<file path="src/rtl/xeng_pkg.sv">
package xeng_pkg;
    localparam int LAT_W     = 4;
    localparam int IDX_W     = 6;
    localparam int ROB_SLOTS = 8;
    localparam int ROB_AW    = $clog2(ROB_SLOTS);
    localparam int NUM_FU    = 2;
    localparam int CLS_W     = $clog2(NUM_FU);
    localparam int CNT_W     = $clog2(ROB_SLOTS + 1);

    typedef logic [IDX_W-1:0] seq_t;
    typedef logic [LAT_W-1:0] lat_t;

    typedef struct packed {
        seq_t tag;
        lat_t lat;
        logic has_dep;
        seq_t dep;
    } op_t;

    function automatic lat_t eff_lat(input lat_t l);
        return (l == '0) ? lat_t'(1) : l;
    endfunction

    // Producer counts as done if it left the ring or its finish flag is set.
    function automatic logic src_done(input logic has_dep, input seq_t dep,
                                      input seq_t head, input seq_t tail,
                                      input logic [ROB_SLOTS-1:0] fin);
        seq_t off;
        seq_t occ;
        off = dep - head;
        occ = tail - head;
        if (!has_dep)   return 1'b1;
        if (off >= occ) return 1'b1;
        return fin[dep[ROB_AW-1:0]];
    endfunction
endpackage

</file>
<file path="src/rtl/rob_ring.sv">
module rob_ring import xeng_pkg::*; (
    input  logic                   clk,
    input  logic                   rst,
    input  logic                   alloc,
    input  logic [NUM_FU-1:0]      fin_vld,
    input  seq_t [NUM_FU-1:0]      fin_tag,
    output seq_t                   head,
    output seq_t                   tail,
    output logic [ROB_SLOTS-1:0]   fin_map,
    output logic                   full,
    output logic [CNT_W-1:0]       cmp_num
);
    seq_t occ;
    logic stop;
    seq_t pos;

    assign occ  = tail - head;
    assign full = (occ == seq_t'(ROB_SLOTS));

    always_comb begin
        cmp_num = '0;
        stop    = 1'b0;
        pos     = '0;
        for (int k = 0; k < ROB_SLOTS; k++) begin
            pos = head + seq_t'(k);
            if (!stop && (seq_t'(k) < occ) && fin_map[pos[ROB_AW-1:0]])
                cmp_num = cmp_num + CNT_W'(1);
            else
                stop = 1'b1;
        end
    end

    always_ff @(posedge clk) begin
        if (rst) begin
            head    <= '0;
            tail    <= '0;
            fin_map <= '0;
        end else begin
            head <= head + seq_t'(cmp_num);
            for (int k = 0; k < ROB_SLOTS; k++) begin
                if (CNT_W'(k) < cmp_num)
                    fin_map[ROB_AW'(head + seq_t'(k))] <= 1'b0;
            end
            if (alloc) begin
                fin_map[tail[ROB_AW-1:0]] <= 1'b0;
                tail <= tail + seq_t'(1);
            end
            for (int f = 0; f < NUM_FU; f++) begin
                if (fin_vld[f])
                    fin_map[fin_tag[f][ROB_AW-1:0]] <= 1'b1;
            end
        end
    end

    a_r1_no_alloc_when_full: assert property (@(posedge clk) disable iff (rst)
        alloc |-> !full);
    a_r1_occ_bound: assert property (@(posedge clk) disable iff (rst)
        occ <= seq_t'(ROB_SLOTS));
    a_r6_commit_within_occ: assert property (@(posedge clk) disable iff (rst)
        seq_t'(cmp_num) <= occ);
endmodule

</file>
<file path="src/rtl/fu_slot.sv">
module fu_slot import xeng_pkg::*; #(
    parameter int RS_DEPTH = 1
) (
    input  logic                  clk,
    input  logic                  rst,
    input  logic                  disp_en,
    input  op_t                   disp_op,
    input  seq_t                  head,
    input  seq_t                  tail,
    input  logic [ROB_SLOTS-1:0]  fin_map,
    output logic                  has_room,
    output logic                  iss_vld,
    output seq_t                  iss_tag,
    output logic                  fin_vld,
    output seq_t                  fin_tag
);
    localparam int RS_AW = (RS_DEPTH > 1) ? $clog2(RS_DEPTH) : 1;

    logic [RS_DEPTH-1:0] ent_vld;
    logic [RS_DEPTH-1:0] ent_iss;
    op_t                 ent_op [RS_DEPTH];
    logic                busy_q;
    lat_t                left_q;
    logic [RS_AW-1:0]    cur_slot;
    seq_t                cur_tag;

    logic             pick_vld, free_vld, rs_go, in_go;
    logic [RS_AW-1:0] pick_slot, free_slot;
    seq_t             best_age, age;
    op_t              iss_op;
    lat_t             iss_lat;

    always_comb begin
        pick_vld  = 1'b0;
        pick_slot = '0;
        best_age  = '1;
        age       = '0;
        free_vld  = 1'b0;
        free_slot = '0;
        for (int i = 0; i < RS_DEPTH; i++) begin
            age = ent_op[i].tag - head;
            if (ent_vld[i] && !ent_iss[i] &&
                src_done(ent_op[i].has_dep, ent_op[i].dep, head, tail, fin_map) &&
                (!pick_vld || age < best_age)) begin
                pick_vld  = 1'b1;
                pick_slot = RS_AW'(i);
                best_age  = age;
            end
            if (!ent_vld[i] && !free_vld) begin
                free_vld  = 1'b1;
                free_slot = RS_AW'(i);
            end
        end
    end

    assign rs_go    = !busy_q && pick_vld;
    assign in_go    = disp_en && !busy_q && !pick_vld &&
                      src_done(disp_op.has_dep, disp_op.dep, head, tail, fin_map);
    assign iss_vld  = rs_go || in_go;
    assign iss_op   = rs_go ? ent_op[pick_slot] : disp_op;
    assign iss_lat  = eff_lat(iss_op.lat);
    assign iss_tag  = iss_op.tag;
    assign fin_vld  = (busy_q && left_q == lat_t'(1)) || (iss_vld && iss_lat == lat_t'(1));
    assign fin_tag  = busy_q ? cur_tag : iss_op.tag;
    assign has_room = free_vld;

    always_ff @(posedge clk) begin
        if (rst) begin
            ent_vld  <= '0;
            ent_iss  <= '0;
            busy_q   <= 1'b0;
            left_q   <= '0;
            cur_slot <= '0;
            cur_tag  <= '0;
            for (int i = 0; i < RS_DEPTH; i++) ent_op[i] <= '0;
        end else begin
            if (busy_q) begin
                if (left_q == lat_t'(1)) begin
                    busy_q            <= 1'b0;
                    ent_vld[cur_slot] <= 1'b0;
                end else begin
                    left_q <= left_q - lat_t'(1);
                end
            end
            if (rs_go) begin
                ent_iss[pick_slot] <= 1'b1;
                if (iss_lat == lat_t'(1)) begin
                    ent_vld[pick_slot] <= 1'b0;
                end else begin
                    busy_q   <= 1'b1;
                    left_q   <= iss_lat - lat_t'(1);
                    cur_slot <= pick_slot;
                    cur_tag  <= iss_op.tag;
                end
            end
            if (disp_en) begin
                if (!(in_go && iss_lat == lat_t'(1))) begin
                    ent_vld[free_slot] <= 1'b1;
                    ent_iss[free_slot] <= in_go;
                    ent_op[free_slot]  <= disp_op;
                end
                if (in_go && iss_lat != lat_t'(1)) begin
                    busy_q   <= 1'b1;
                    left_q   <= iss_lat - lat_t'(1);
                    cur_slot <= free_slot;
                    cur_tag  <= disp_op.tag;
                end
            end
        end
    end

    a_r3_finish_frees_unit: assert property (@(posedge clk) disable iff (rst)
        fin_vld |=> !busy_q);
    a_r3_count_nonzero: assert property (@(posedge clk) disable iff (rst)
        busy_q |-> left_q != '0);
    a_r4_slot_held: assert property (@(posedge clk) disable iff (rst)
        busy_q |-> ent_vld[cur_slot]);
    a_r1_room_on_disp: assert property (@(posedge clk) disable iff (rst)
        disp_en |-> has_room);
endmodule

</file>
<file path="src/rtl/xeng_core.sv">
module xeng_core import xeng_pkg::*; #(
    parameter int RS_DEPTH = 1,
    parameter int CYC_W    = 16
) (
    input  logic                    clk,
    input  logic                    rst,
    input  logic                    in_valid,
    input  logic [CLS_W-1:0]        in_cls,
    input  logic [LAT_W-1:0]        in_lat,
    input  logic                    in_dep_vld,
    input  logic [IDX_W-1:0]        in_dep,
    input  logic                    in_last,
    output logic                    in_ready,
    output logic [CYC_W-1:0]        now,
    output logic [NUM_FU-1:0]       iss_vld,
    output logic [NUM_FU*IDX_W-1:0] iss_tag,
    output logic [NUM_FU-1:0]       fin_vld,
    output logic [NUM_FU*IDX_W-1:0] fin_tag,
    output logic [CNT_W-1:0]        cmp_num,
    output logic [IDX_W-1:0]        cmp_base,
    output logic                    done,
    output logic [CYC_W-1:0]        done_cycles
);
    seq_t                 head, tail;
    logic [ROB_SLOTS-1:0] fin_map;
    logic                 rob_full;
    logic [NUM_FU-1:0]    room;
    seq_t [NUM_FU-1:0]    fin_tags;
    logic                 fire;
    op_t                  in_op;
    logic                 last_vld_q;
    seq_t                 last_q;
    logic                 last_hit;

    assign in_ready = !rob_full && room[in_cls];
    assign fire     = in_valid && in_ready;
    assign in_op    = '{tag: tail, lat: in_lat, has_dep: in_dep_vld, dep: in_dep};
    assign cmp_base = head;

    for (genvar u = 0; u < NUM_FU; u++) begin : g_fu
        seq_t it, ft;
        fu_slot #(.RS_DEPTH(RS_DEPTH)) u_fu (
            .clk      (clk),
            .rst      (rst),
            .disp_en  (fire && (in_cls == CLS_W'(u))),
            .disp_op  (in_op),
            .head     (head),
            .tail     (tail),
            .fin_map  (fin_map),
            .has_room (room[u]),
            .iss_vld  (iss_vld[u]),
            .iss_tag  (it),
            .fin_vld  (fin_vld[u]),
            .fin_tag  (ft)
        );
        assign iss_tag[u*IDX_W +: IDX_W] = it;
        assign fin_tag[u*IDX_W +: IDX_W] = ft;
        assign fin_tags[u]               = ft;
    end

    rob_ring u_rob (
        .clk     (clk),
        .rst     (rst),
        .alloc   (fire),
        .fin_vld (fin_vld),
        .fin_tag (fin_tags),
        .head    (head),
        .tail    (tail),
        .fin_map (fin_map),
        .full    (rob_full),
        .cmp_num (cmp_num)
    );

    assign last_hit = last_vld_q && (seq_t'(last_q - head) < seq_t'(cmp_num));

    always_ff @(posedge clk) begin
        if (rst) begin
            now         <= '0;
            last_vld_q  <= 1'b0;
            last_q      <= '0;
            done        <= 1'b0;
            done_cycles <= '0;
        end else begin
            now  <= now + CYC_W'(1);
            done <= last_hit;
            if (last_hit) begin
                done_cycles <= now;
                last_vld_q  <= 1'b0;
            end
            if (fire && in_last) begin
                last_vld_q <= 1'b1;
                last_q     <= tail;
            end
        end
    end

    a_r8_done_single: assert property (@(posedge clk) disable iff (rst)
        done |=> !done);
    a_r8_done_follows_commit: assert property (@(posedge clk) disable iff (rst)
        done |-> $past(cmp_num) != '0);
endmodule

</file>
<file path="config.mk">
export PLATFORM = sky130hd
export DESIGN_NAME = xeng_core
export DESIGN_NICKNAME = d
export VERILOG_FILES = /design/src/rtl/xeng_pkg.sv /design/src/rtl/rob_ring.sv /design/src/rtl/fu_slot.sv /design/src/rtl/xeng_core.sv
export SDC_FILE = /design/constraint.sdc
export NUM_CORES = 1
export LEC_CHECK = 0
export BUFFER_PORTS_ARGS = -buffer_cell sky130_fd_sc_hd__buf_2
export CORE_UTILIZATION = 40
export DETAILED_ROUTE_END_ITERATION = 7
export PLACE_DENSITY_LB_ADDON = 0.1
export REMOVE_ABC_BUFFERS = 1
export SLEW_MARGIN = 0
export SYNTH_ARGS = -nofsm -noshare
export SYNTH_HDL_FRONTEND = slang
export SYNTH_HIERARCHICAL = 1
export SYNTH_SLANG_ARGS = --single-unit
</file>
<file path="constraint.sdc">
create_clock -name clk -period 11.08 [get_ports clk]
set_clock_uncertainty 0.2 [all_clocks]
set_input_delay 1.108 -clock clk [delete_from_list [all_inputs] [get_ports clk]]
set_output_delay 1.108 -clock clk [all_outputs]
set_load 0.01 [all_outputs]
</file>
==> impl_metrics.tcl <==
set metrics [dict create \
    grt_usage_pct 22.6 \
    peakVddDrop_uv 85.8 \
    wl_per_cell_um 18.7 \
    critPathKind "flop to output port" \
    worst-slew-pin-transition_ps 1100 \
    grt_pass1_vias 8635 \
    hold_buffers 0 \
    crit_fanout 16 \
    internal-power_mw 0.959 \
    pwr-share-seq_pct 36.4 \
    clk_path_buf_depth 2 \
    required_ps 9770 \
    row_count 59 \
    combPwrFrac_pct 24.8 \
    ctsResizeCount 0 \
    pin_count 88 \
    syn_area_per_cell_um2 9.04 \
    stdcell_area_mm2 0.0119 \
    drive_above_1_share_pct 17.4 \
    core_mm2 0.0261 \
    post_cts_buffers 0 \
    nets 1366 \
    cts.sinks 122 \
    synthCells 1173 \
    synth-edff-count 34 \
    ys_seq_elements 122 \
    clock_latency_ps 420 \
    mostFrequentLayoutCell "nor2_1" \
    seq_area_frac_synth_pct 26.2 \
    p_sw_mw 0.456 \
    cp.arrival_ps 8180 \
    antenna_found_initial 1 \
    fmax_ghz 0.105 \
    max_slew_margin_pct 26.4 \
    p_per_area_mw_per_mm2 119 \
    h-tree-depth 4 \
    overflow 0 \
    die_h_um 165 \
    final_cell_mix "nor2_1 (91), dfxtp_1 (87), buf_2 (87)" \
    status "complete, no violations" \
    cap_violations 0 \
    power_mw 1.41 \
    holdWs_ps 266 \
    first_pass_iters 4 \
    seq_area_mm2 0.00278 \
    tns_ps 0 \
    cts_tree "yes" \
    hpwlAfterDp_mm 22.4 \
    synth_cell_types 103 \
    cts_buffers 17 \
    period_needed_ps 9490 \
    power_frac_clock_pct 38.7 \
    fin_crit_sh_pct 85.6 \
    end_kind "output port" \
    grt_max_degree 81 \
    startpoint_type "flop" \
    path_clk_slew_ps 60 \
    drv_slew 0 \
    grt_pass1_wl_mm 47.2 \
    final_antenna_net_count 0 \
    synthArstFlopShare_pct 0 \
    dieWidth_um 165 \
    final_cells 1607 \
    place_inst 1574 \
    synthFlopType "dfxtp_1" \
    gp_congestion 0.916 \
    postPlaceCellArea_mm2 0.0113 \
    hold_viol_final 0 \
    dr_total_vias 9086 \
    rsz0062_at_grt "no" \
    hold_class "flop to flop" \
    leakage_nw 4.76 \
    multi_input_area_mm2 0.00737 \
    slowest_delay_ps 710 \
    io_buffer_count 87 \
    slowest_stage "dfxtp_1" \
    yosysWarningCount 6 \
    fill_cells 2559 \
    clockRootBuffer "clkbuf_16" \
    drc_errors 0 \
    dr.first_iter.drc_count 499 \
    crit_top_cell "ha_1" \
    dieArea_mm2 0.0272 \
    start_util_pct 40.7 \
    routed_wl_mm 30.0 \
    setup_viol 0 \
    power_switching_share_pct 32.2 \
    synth_area_mm2 0.0106 \
    synthToLayoutAreaGrowth_pct 12.3 \
    viasPerCell 5.65 \
]
==> critical path: cells and delay by family, from the launching register on <==
kind,cells,cell delay (ps)
AO/OA/AOI/OAI,10,2330
adder cells (fa/ha/maj),6,2010
AND/OR/NAND/NOR,8,1600
buffers and inverters,3,710
flip-flops,1,710
XOR/XNOR,2,380
==> path summary, 6_finish.rpt <==
kind	from	to	slack [ps]	cells after the start
worst min-delay path	last_vld_q	done	270	2
worst min register to register	last_vld_q	done	270	2
worst max-delay path	u_rob/head[1]	cmp_num[3]	1590	29
worst max register to register	u_rob/head[1]	done_cycles[11]	1820	35
==> routing by layer <==
layer | up-vias | share of wire [%] | track usage, %
met4 | 0 | 2.6 | 7.67
met1 | 4354 | 48 | 31.0
met2 | 196 | 46 | 35.8
met5 | - | 0 | 0
li1 | 4485 | - | -
met3 | 51 | 3.7 | 3.59
==> state kept, by name (all words and copies together), names as in the netlist <==
register / flops
done: 1
done_cycles: 16
g_fu.u_fu/busy_q: 2
g_fu.u_fu/cur_slot: 2
g_fu.u_fu/cur_tag: 12
g_fu.u_fu/ent_iss: 2
g_fu.u_fu/ent_op: 34
g_fu.u_fu/ent_vld: 2
g_fu.u_fu/left_q: 8
last_q: 6
last_vld_q: 1
now: 16
u_rob/fin_map: 8
u_rob/head: 6
u_rob/tail: 6
==> Yosys cell counts (all sizes together), types with 5 or more instances <==
master  number  area (µm²)
inv         68         255
nand4        6        37.5
mux4        14         323
dfxtp       88        1760
or2          5        31.3
o21a        11        82.6
nand2       84         320
and2        41         259
mux2        29         383
o31ai       22         179
fa           9         180
buf         15         139
xnor2       29         277
nand2b      47         294
o21ai       47         243
nor2        93         364
clkbuf      15        56.3
or3         12        75.1
a21oi       78         443
maj3         6        60.1
o221ai       5        50.0
mux2i       49         490
xor2        40         365
o22ai        6        37.5
edfxtp      34        1020
nor2b       21         131
a211oi      12        95.1
o32ai       14         145
a21o        13        98.9
o211a       13         145
ha          83        1040
o211ai       9        77.6
nand3       33         178
o31a         5        43.8
a31oi       10        68.8
nor3        28         145
and3        12        76.3
==> stage by stage <==
| step | setup slack [ps] | utilization [%] |
|---|---|---|
| 5_1_grt | 909 | 45.7 |
| 3_3_place_gp | 2130 | 43.5 |
| 6_report | 1590 | 45.7 |
| 3_5_place_dp | 1850 | 43.5 |
| 4_1_cts | 1570 | 45.7 |
| 2_1_floorplan | 2440 | - |
==> layout make-up <==
cell class | count | area share [%]
Antenna cell | 1 | 0.0210
Clock buffer | 20 | 3.85
Clock inverter | 12 | 0.956
Inverter | 70 | 2.21
Multi-Input combinational cell | 951 | 61.9
Sequential cell | 122 | 23.4
Tap cell | 335 | 3.52
Timing Repair Buffer | 96 | 4.22
==> power groups by stage <==
stage          registers [mW]  clock network [mW]  logic (mW)
6_report                0.515               0.548       0.351
5_1_grt                 0.520               0.577       0.393
4_1_cts                 0.516               0.558       0.352
3_5_place_dp            0.525                   0       0.350
3_3_place_gp            0.525                   0       0.348
2_1_floorplan           0.522                   0       0.252
==> cells by family after synthesis <==
logic type | after synthesis | share of synthesized area, %
multiplexers | 92 | 11.3
AND/OR/NAND/NOR | 401 | 19.6
flip-flops | 122 | 26.2
buffers and inverters | 100 | 4.32
XOR/XNOR | 69 | 6.05
AO/OA/AOI/OAI | 291 | 20.5
adder cells (fa/ha/maj) | 98 | 12.1
Power figures use the tool's default switching activity.
